--- src/rtl/gfm_pkg.sv ---
package gfm_pkg;
  // Index width for selecting one of n items (at least 1 bit).
  function automatic int sel_w(input int n);
    int w;
    w = 1;
    while ((1 << w) < n) w++;
    return w;
  endfunction
endpackage

--- src/rtl/gfm_cell.sv ---
// One shift-reduce-accumulate step with parity prediction, registered.
module gfm_cell #(
  parameter int          M    = 8,
  parameter logic [M-1:0] POLY = 8'h1B,
  parameter int          IDX  = 0
) (
  input  logic         clk,
  input  logic         rst,
  input  logic         i_vld,
  input  logic [M-1:0] i_a,
  input  logic [M-1:0] i_b,
  input  logic [M-1:0] i_acc,
  input  logic         i_pp,
  input  logic         i_ap,
  input  logic         f_hit,
  input  logic [M-1:0] f_mask,
  output logic         o_vld,
  output logic [M-1:0] o_a,
  output logic [M-1:0] o_b,
  output logic [M-1:0] o_acc,
  output logic         o_pp,
  output logic         o_ap
);
  localparam int   BSEL    = M - 1 - IDX;
  // Dropping the top bit flips parity once; adding POLY flips it by its weight.
  localparam logic RED_FLIP = ~(^POLY);

  logic         msb, bbit, npp;
  logic [M-1:0] shifted, nxt;

  always_comb begin
    msb     = i_acc[M-1];
    bbit    = i_b[BSEL];
    shifted = {i_acc[M-2:0], 1'b0} ^ (msb ? POLY : '0);
    nxt     = shifted ^ (bbit ? i_a : '0) ^ (f_hit ? f_mask : '0);
    npp     = i_pp ^ (msb & RED_FLIP) ^ (bbit & i_ap);
  end

  always_ff @(posedge clk) begin
    if (rst) begin
      o_vld <= 1'b0;
      o_a   <= '0;
      o_b   <= '0;
      o_acc <= '0;
      o_pp  <= 1'b0;
      o_ap  <= 1'b0;
    end else begin
      o_vld <= i_vld;
      o_a   <= i_a;
      o_b   <= i_b;
      o_acc <= nxt;
      o_pp  <= npp;
      o_ap  <= i_ap;
    end
  end
endmodule

--- src/rtl/gfm_lfsr.sv ---
// Free-running Galois shift-register mask source.
module gfm_lfsr #(
  parameter int           M    = 8,
  parameter logic [M-1:0] TAPS = 8'h1D,
  parameter logic [M-1:0] SEED = 8'h01
) (
  input  logic         clk,
  input  logic         rst,
  output logic [M-1:0] state
);
  always_ff @(posedge clk) begin
    if (rst) state <= SEED;
    else     state <= {state[M-2:0], 1'b0} ^ (state[M-1] ? TAPS : '0);
  end
endmodule

--- src/rtl/gfm_guard_out.sv ---
// Parity compare and masked output register.
module gfm_guard_out #(
  parameter int M = 8
) (
  input  logic         clk,
  input  logic         rst,
  input  logic         vld,
  input  logic [M-1:0] acc,
  input  logic         pp,
  input  logic [M-1:0] mask,
  output logic [M-1:0] prod_out,
  output logic         prod_vld,
  output logic         err_out
);
  logic mismatch;
  always_comb mismatch = (^acc) ^ pp;

  always_ff @(posedge clk) begin
    if (rst) begin
      prod_out <= '0;
      prod_vld <= 1'b0;
      err_out  <= 1'b0;
    end else begin
      prod_vld <= vld;
      err_out  <= vld & mismatch;
      if (vld) prod_out <= acc ^ (mismatch ? mask : '0);
    end
  end
endmodule

--- src/rtl/gfm_guard_mul.sv ---
module gfm_guard_mul #(
  parameter int           M         = 8,
  parameter logic [M-1:0] POLY      = 8'h1B,
  parameter logic [M-1:0] LFSR_TAPS = 8'h1D,
  parameter logic [M-1:0] LFSR_SEED = 8'h01,
  localparam int          SW        = gfm_pkg::sel_w(M)
) (
  input  logic          clk,
  input  logic          rst,
  input  logic          start,
  input  logic [M-1:0]  a_in,
  input  logic [M-1:0]  b_in,
  input  logic          flt_en,
  input  logic [SW-1:0] flt_stage,
  input  logic [SW-1:0] flt_bit,
  output logic [M-1:0]  prod_out,
  output logic          prod_vld,
  output logic          err_out
);
  localparam logic [M-1:0] ONE = {{(M-1){1'b0}}, 1'b1};

  // Input register stage
  logic         in_vld, in_ap;
  logic [M-1:0] in_a, in_b;

  always_ff @(posedge clk) begin
    if (rst) begin
      in_vld <= 1'b0;
      in_a   <= '0;
      in_b   <= '0;
      in_ap  <= 1'b0;
    end else begin
      in_vld <= start;
      in_a   <= a_in;
      in_b   <= b_in;
      in_ap  <= ^a_in;
    end
  end

  // Cell outputs, index k = output of cell k-1
  logic         st_vld [1:M];
  logic [M-1:0] st_a   [1:M];
  logic [M-1:0] st_b   [1:M];
  logic [M-1:0] st_acc [1:M];
  logic         st_pp  [1:M];
  logic         st_ap  [1:M];

  logic [M-1:0] flt_onehot;
  always_comb flt_onehot = ONE << flt_bit;

  for (genvar k = 0; k < M; k++) begin : g_cell
    logic         cv, cpp, cap, hit;
    logic [M-1:0] ca, cb, cacc;

    if (k == 0) begin : g_first
      assign cv   = in_vld;
      assign ca   = in_a;
      assign cb   = in_b;
      assign cacc = '0;
      assign cpp  = 1'b0;
      assign cap  = in_ap;
    end else begin : g_next
      assign cv   = st_vld[k];
      assign ca   = st_a[k];
      assign cb   = st_b[k];
      assign cacc = st_acc[k];
      assign cpp  = st_pp[k];
      assign cap  = st_ap[k];
    end

    assign hit = flt_en && (flt_stage == SW'(k));

    gfm_cell #(.M(M), .POLY(POLY), .IDX(k)) u_cell (
      .clk(clk), .rst(rst),
      .i_vld(cv), .i_a(ca), .i_b(cb), .i_acc(cacc), .i_pp(cpp), .i_ap(cap),
      .f_hit(hit), .f_mask(flt_onehot),
      .o_vld(st_vld[k+1]), .o_a(st_a[k+1]), .o_b(st_b[k+1]),
      .o_acc(st_acc[k+1]), .o_pp(st_pp[k+1]), .o_ap(st_ap[k+1])
    );
  end

  logic [M-1:0] lfsr_q;
  gfm_lfsr #(.M(M), .TAPS(LFSR_TAPS), .SEED(LFSR_SEED)) u_lfsr (
    .clk(clk), .rst(rst), .state(lfsr_q)
  );

  gfm_guard_out #(.M(M)) u_out (
    .clk(clk), .rst(rst),
    .vld(st_vld[M]), .acc(st_acc[M]), .pp(st_pp[M]), .mask(lfsr_q),
    .prod_out(prod_out), .prod_vld(prod_vld), .err_out(err_out)
  );
endmodule

--- config.mk ---
export PLATFORM = sky130hd
export DESIGN_NAME = gfm_guard_mul
export DESIGN_NICKNAME = d
export VERILOG_FILES = /design/src/rtl/gfm_pkg.sv /design/src/rtl/gfm_cell.sv /design/src/rtl/gfm_lfsr.sv /design/src/rtl/gfm_guard_out.sv /design/src/rtl/gfm_guard_mul.sv
export SDC_FILE = /design/constraint.sdc
export NUM_CORES = 1
export LEC_CHECK = 0
export BUFFER_PORTS_ARGS = -buffer_cell sky130_fd_sc_hd__buf_2
export CORE_MARGIN = 4
export CORE_UTILIZATION = 68
export CTS_BUF_LIST = sky130_fd_sc_hd__clkbuf_2
export DETAILED_ROUTE_END_ITERATION = 7
export PLACE_DENSITY = 0.87
export SLEW_MARGIN = 20
export SYNTH_ARGS = -nofsm -noshare
export SYNTH_HDL_FRONTEND = slang
export SYNTH_SLANG_ARGS = --single-unit
--- constraint.sdc ---
create_clock -name clk -period 3.41 [get_ports clk]
set_clock_uncertainty 0.2 [all_clocks]
set_input_delay 0.341 -clock clk [delete_from_list [all_inputs] [get_ports clk]]
set_output_delay 0.341 -clock clk [all_outputs]
set_load 0.005 [all_outputs]
==> impl_metrics.env <==
export IMPL_synth_top_area_share_pct=52.1
export IMPL_hold_violations=0
export IMPL_grt_start_max_net_pins=113
export IMPL_cts_buffers=49
export IMPL_place_ws_ns=1.18
export IMPL_powerDensity_nw_per_um2=496
export IMPL_drt_wl_total_mm=14.9
export IMPL_critPathKind="flip-flop to flip-flop"
export IMPL_area_growth_pct=11.2
export IMPL_clockBufferDepth=3
export IMPL_syn_inst=847
export IMPL_dr_pass1_iters=4
export IMPL_synth_common_cells="dfxtp_1, nor2b_1, xnor2_1"
export IMPL_rows=39
export IMPL_p_leak_nw=3.44
export IMPL_synthTopCellsByArea="dfxtp_1, xnor2_1, nor2b_1"
export IMPL_diodes=0
export IMPL_maxSlewViolCount=0
export IMPL_syn_num_nets=873
export IMPL_status="finished clean"
export IMPL_syn_cell_area_um2=7960
export IMPL_worstPathCellList="xnor2_1 > xnor2_1 > xor3_2 > and4b_2 > or3_1"
export IMPL_relSlewSlack_pct=40.1
export IMPL_async_flop_share_pct=0
export IMPL_worstPathRequired_ns=3.81
export IMPL_vias=5677
export IMPL_grt_pass1_vias=5789
export IMPL_clock_sinks=207
export IMPL_antenna_found_initial=0
export IMPL_synth_most_common_cell="dfxtp_1"
export IMPL_holdWs_ns=0.0778
export IMPL_grt_pass1_wl_mm=25.5
export IMPL_start_util_pct=69.7
export IMPL_synth_top_area_cell="dfxtp_1"
export IMPL_drive_above_1_share_pct=13.1
export IMPL_end_kind="flip-flop"
export IMPL_ys_types=39
export IMPL_min_to="g_cell[6].u_cell.o_acc[2]"
export IMPL_synth_main_ff_cell="dfxtp_1"
export IMPL_setup_tns_ns=0
export IMPL_die_y_um=116
export IMPL_grt_overflow=0
export IMPL_crit_start="g_cell[7].u_cell.o_acc[6]"
export IMPL_hold_path_depth=4
export IMPL_period_share_pct=66.4
export IMPL_path_max_fanout=12
export IMPL_setup_violations_final=0
export IMPL_h_tree_depth=2
export IMPL_routedWlPerCell_um=13.8
export IMPL_hold_start="flt_bit[0]"
export IMPL_groute_usage_overall_pct=23.4
export IMPL_vias_per_cell=5.25
export IMPL_dieWidth_um=116
export IMPL_yosysWarnings=0
export IMPL_insertion_delay_ns=0.73
export IMPL_ys_seq_area_share_pct=52.1
export IMPL_drc=0
export IMPL_crit_family="XOR/XNOR gates"
export IMPL_timing_reg2reg_setup_slack_ns=1.15
export IMPL_slowest_delay_ns=0.54
export IMPL_ir_drop_mv=0.391
export IMPL_nets=933
export IMPL_cts_tree="yes"
export IMPL_rr_worst_depth=5
export IMPL_dieArea_um2=13500
export IMPL_r2r_start="g_cell[7].u_cell.o_acc[6]"
export IMPL_synth_edf_count=0
export IMPL_coreArea_um2=11400
export IMPL_syn_area_per_cell_um2=9.40
export IMPL_holdCritPathClass="primary input to flip-flop"
export IMPL_rsz0062_at_grt="no"
export IMPL_tightest_slew_ns=0.892
export IMPL_min_period_ns=2.26
export IMPL_cpMostUsedCell="xnor2_1"
export IMPL_clk_pin_slew_ns=0.10
export IMPL_ant_nets=0
export IMPL_crit_slowest_cell="xor3_2"
export IMPL_cap_viol_max_count=0
export IMPL_cp_arrival_ns=2.66
export IMPL_r2r_end="u_out.prod_out[4]"
export IMPL_boundaryPins=36
export IMPL_worst_path_buf_inv=0
export IMPL_synth_seq_cells=207
export IMPL_worst_setup_path_start_kind="flip-flop"
export IMPL_place_port_buffers=35
export IMPL_root_buffer="clkbuf_2"
export IMPL_gp_congestion=0.871
export IMPL_max_freq_ghz=0.442
export IMPL_dr_first_iter_drc_count=310
export IMPL_dpl_hpwl_mm=9.82
export IMPL_worst_slack_ns=1.15
what timing repair did:
item,in CTS,in global routing
setup buffers,0,0
hold buffers,24,0
gates resized for setup,0,0
endpoints found under the hold margin,104,0
cells in the final DEF (no fill, tap or decap), types with 2 or more instances in the layout:
master,n
xnor2_1,122
dfxtp_1,207
and4b_1,2
nor3b_1,3
buf_4,5
mux2i_1,3
a21oi_1,33
o21ai_0,16
or3_1,20
buf_2,34
inv_1,3
nand2b_1,4
dlygate4sd3_1,24
and2_1,2
and4b_2,2
xor2_1,17
nor4b_1,4
or2_2,4
and3_1,16
and3b_1,2
nand2_1,101
nor2_1,60
nand3_1,8
nand3b_1,2
clkinv_1,11
nor3_1,23
clkbuf_2,67
nor2b_1,122
bufinv_16,3
o31ai_1,3
o311ai_0,2
layer usage:
layer | GRT usage [%] | vias up | wire [um] | part of all wire, %
met1 | 24.8 | 2659 | 5690 | 38
met3 | 4.87 | 27 | 742 | 5.0
met5 | 0 | - | 0 | 0
met2 | 44.3 | 156 | 8160 | 55
met4 | 10.3 | 0 | 352 | 2.4
li1 | - | 2835 | - | -
state kept, by name (all words and copies together), names as in the netlist:
register	flops
u_lfsr.state	8
u_out.err_out	1
g_cell.u_cell.o_b	28
g_cell.u_cell.o_vld	8
g_cell.u_cell.o_ap	7
g_cell.u_cell.o_acc	64
g_cell.cb	8
u_out.prod_out	8
g_cell.u_cell.o_pp	8
g_cell.cap	1
g_cell.ca	8
g_cell.u_cell.o_a	56
g_cell.cv	1
u_out.prod_vld	1
worst min-delay path, stage by stage:
cell     delay (ns)
buf_2          0.27
nor4b_1        0.12
xnor2_1        0.12
nor2_1         0.07
cells by family (layout without fill, tap and decap cells):
family,count (synthesis),after routing,share of synthesized area (%)
simple gates,381,381,25.0
buf+inv,58,150,2.92
xor+xnor,140,140,15.6
flops,207,207,52.1
compound gates,58,58,3.99
mux,3,3,0.377
power breakdown:
| group | internal (W) | total (W) | switching, W |
|---|---|---|---|
| sequential | 0.00247 | 0.00250 | 0.0000290 |
| combinational | 0.000110 | 0.000247 | 0.000136 |
| clock | 0.000754 | 0.00164 | 0.000890 |
| total | 0.00334 | 0.00439 | 0.00106 |
layout make-up:
type	count	area, um2
fill	752	2570
inverter	3	11.3
clock buffer	67	335
multi-input combinational	582	3580
sequential	207	4140
tap	143	179
timing repair buffer	64	459
clock inverter	16	140
per-stage QoR:
stage               total power, W  utilization (%)  area [um2]  cells
finish                     0.00439             77.5        8850   1082
global route               0.00460             77.5        8850   1082
CTS                        0.00441             77.5        8850   1082
detailed placement         0.00278             71.3        8140    975
global placement           0.00276             71.3        8140    975
floorplan                  0.00272                -        7960    847
worst max-delay path by stage:
stage                             end  slack [ns]  cells past startpoint
floorplan           u_out.prod_out[5]        1.36                      6
global placement    u_out.prod_out[0]        1.27                      5
detailed placement  u_out.prod_out[4]        1.18                      5
CTS                 u_out.prod_out[4]        1.16                      5
global route        u_out.prod_out[4]        1.06                      5
finish              u_out.prod_out[4]        1.15                      5
Note: power is estimated with default switching activity, not from simulation.
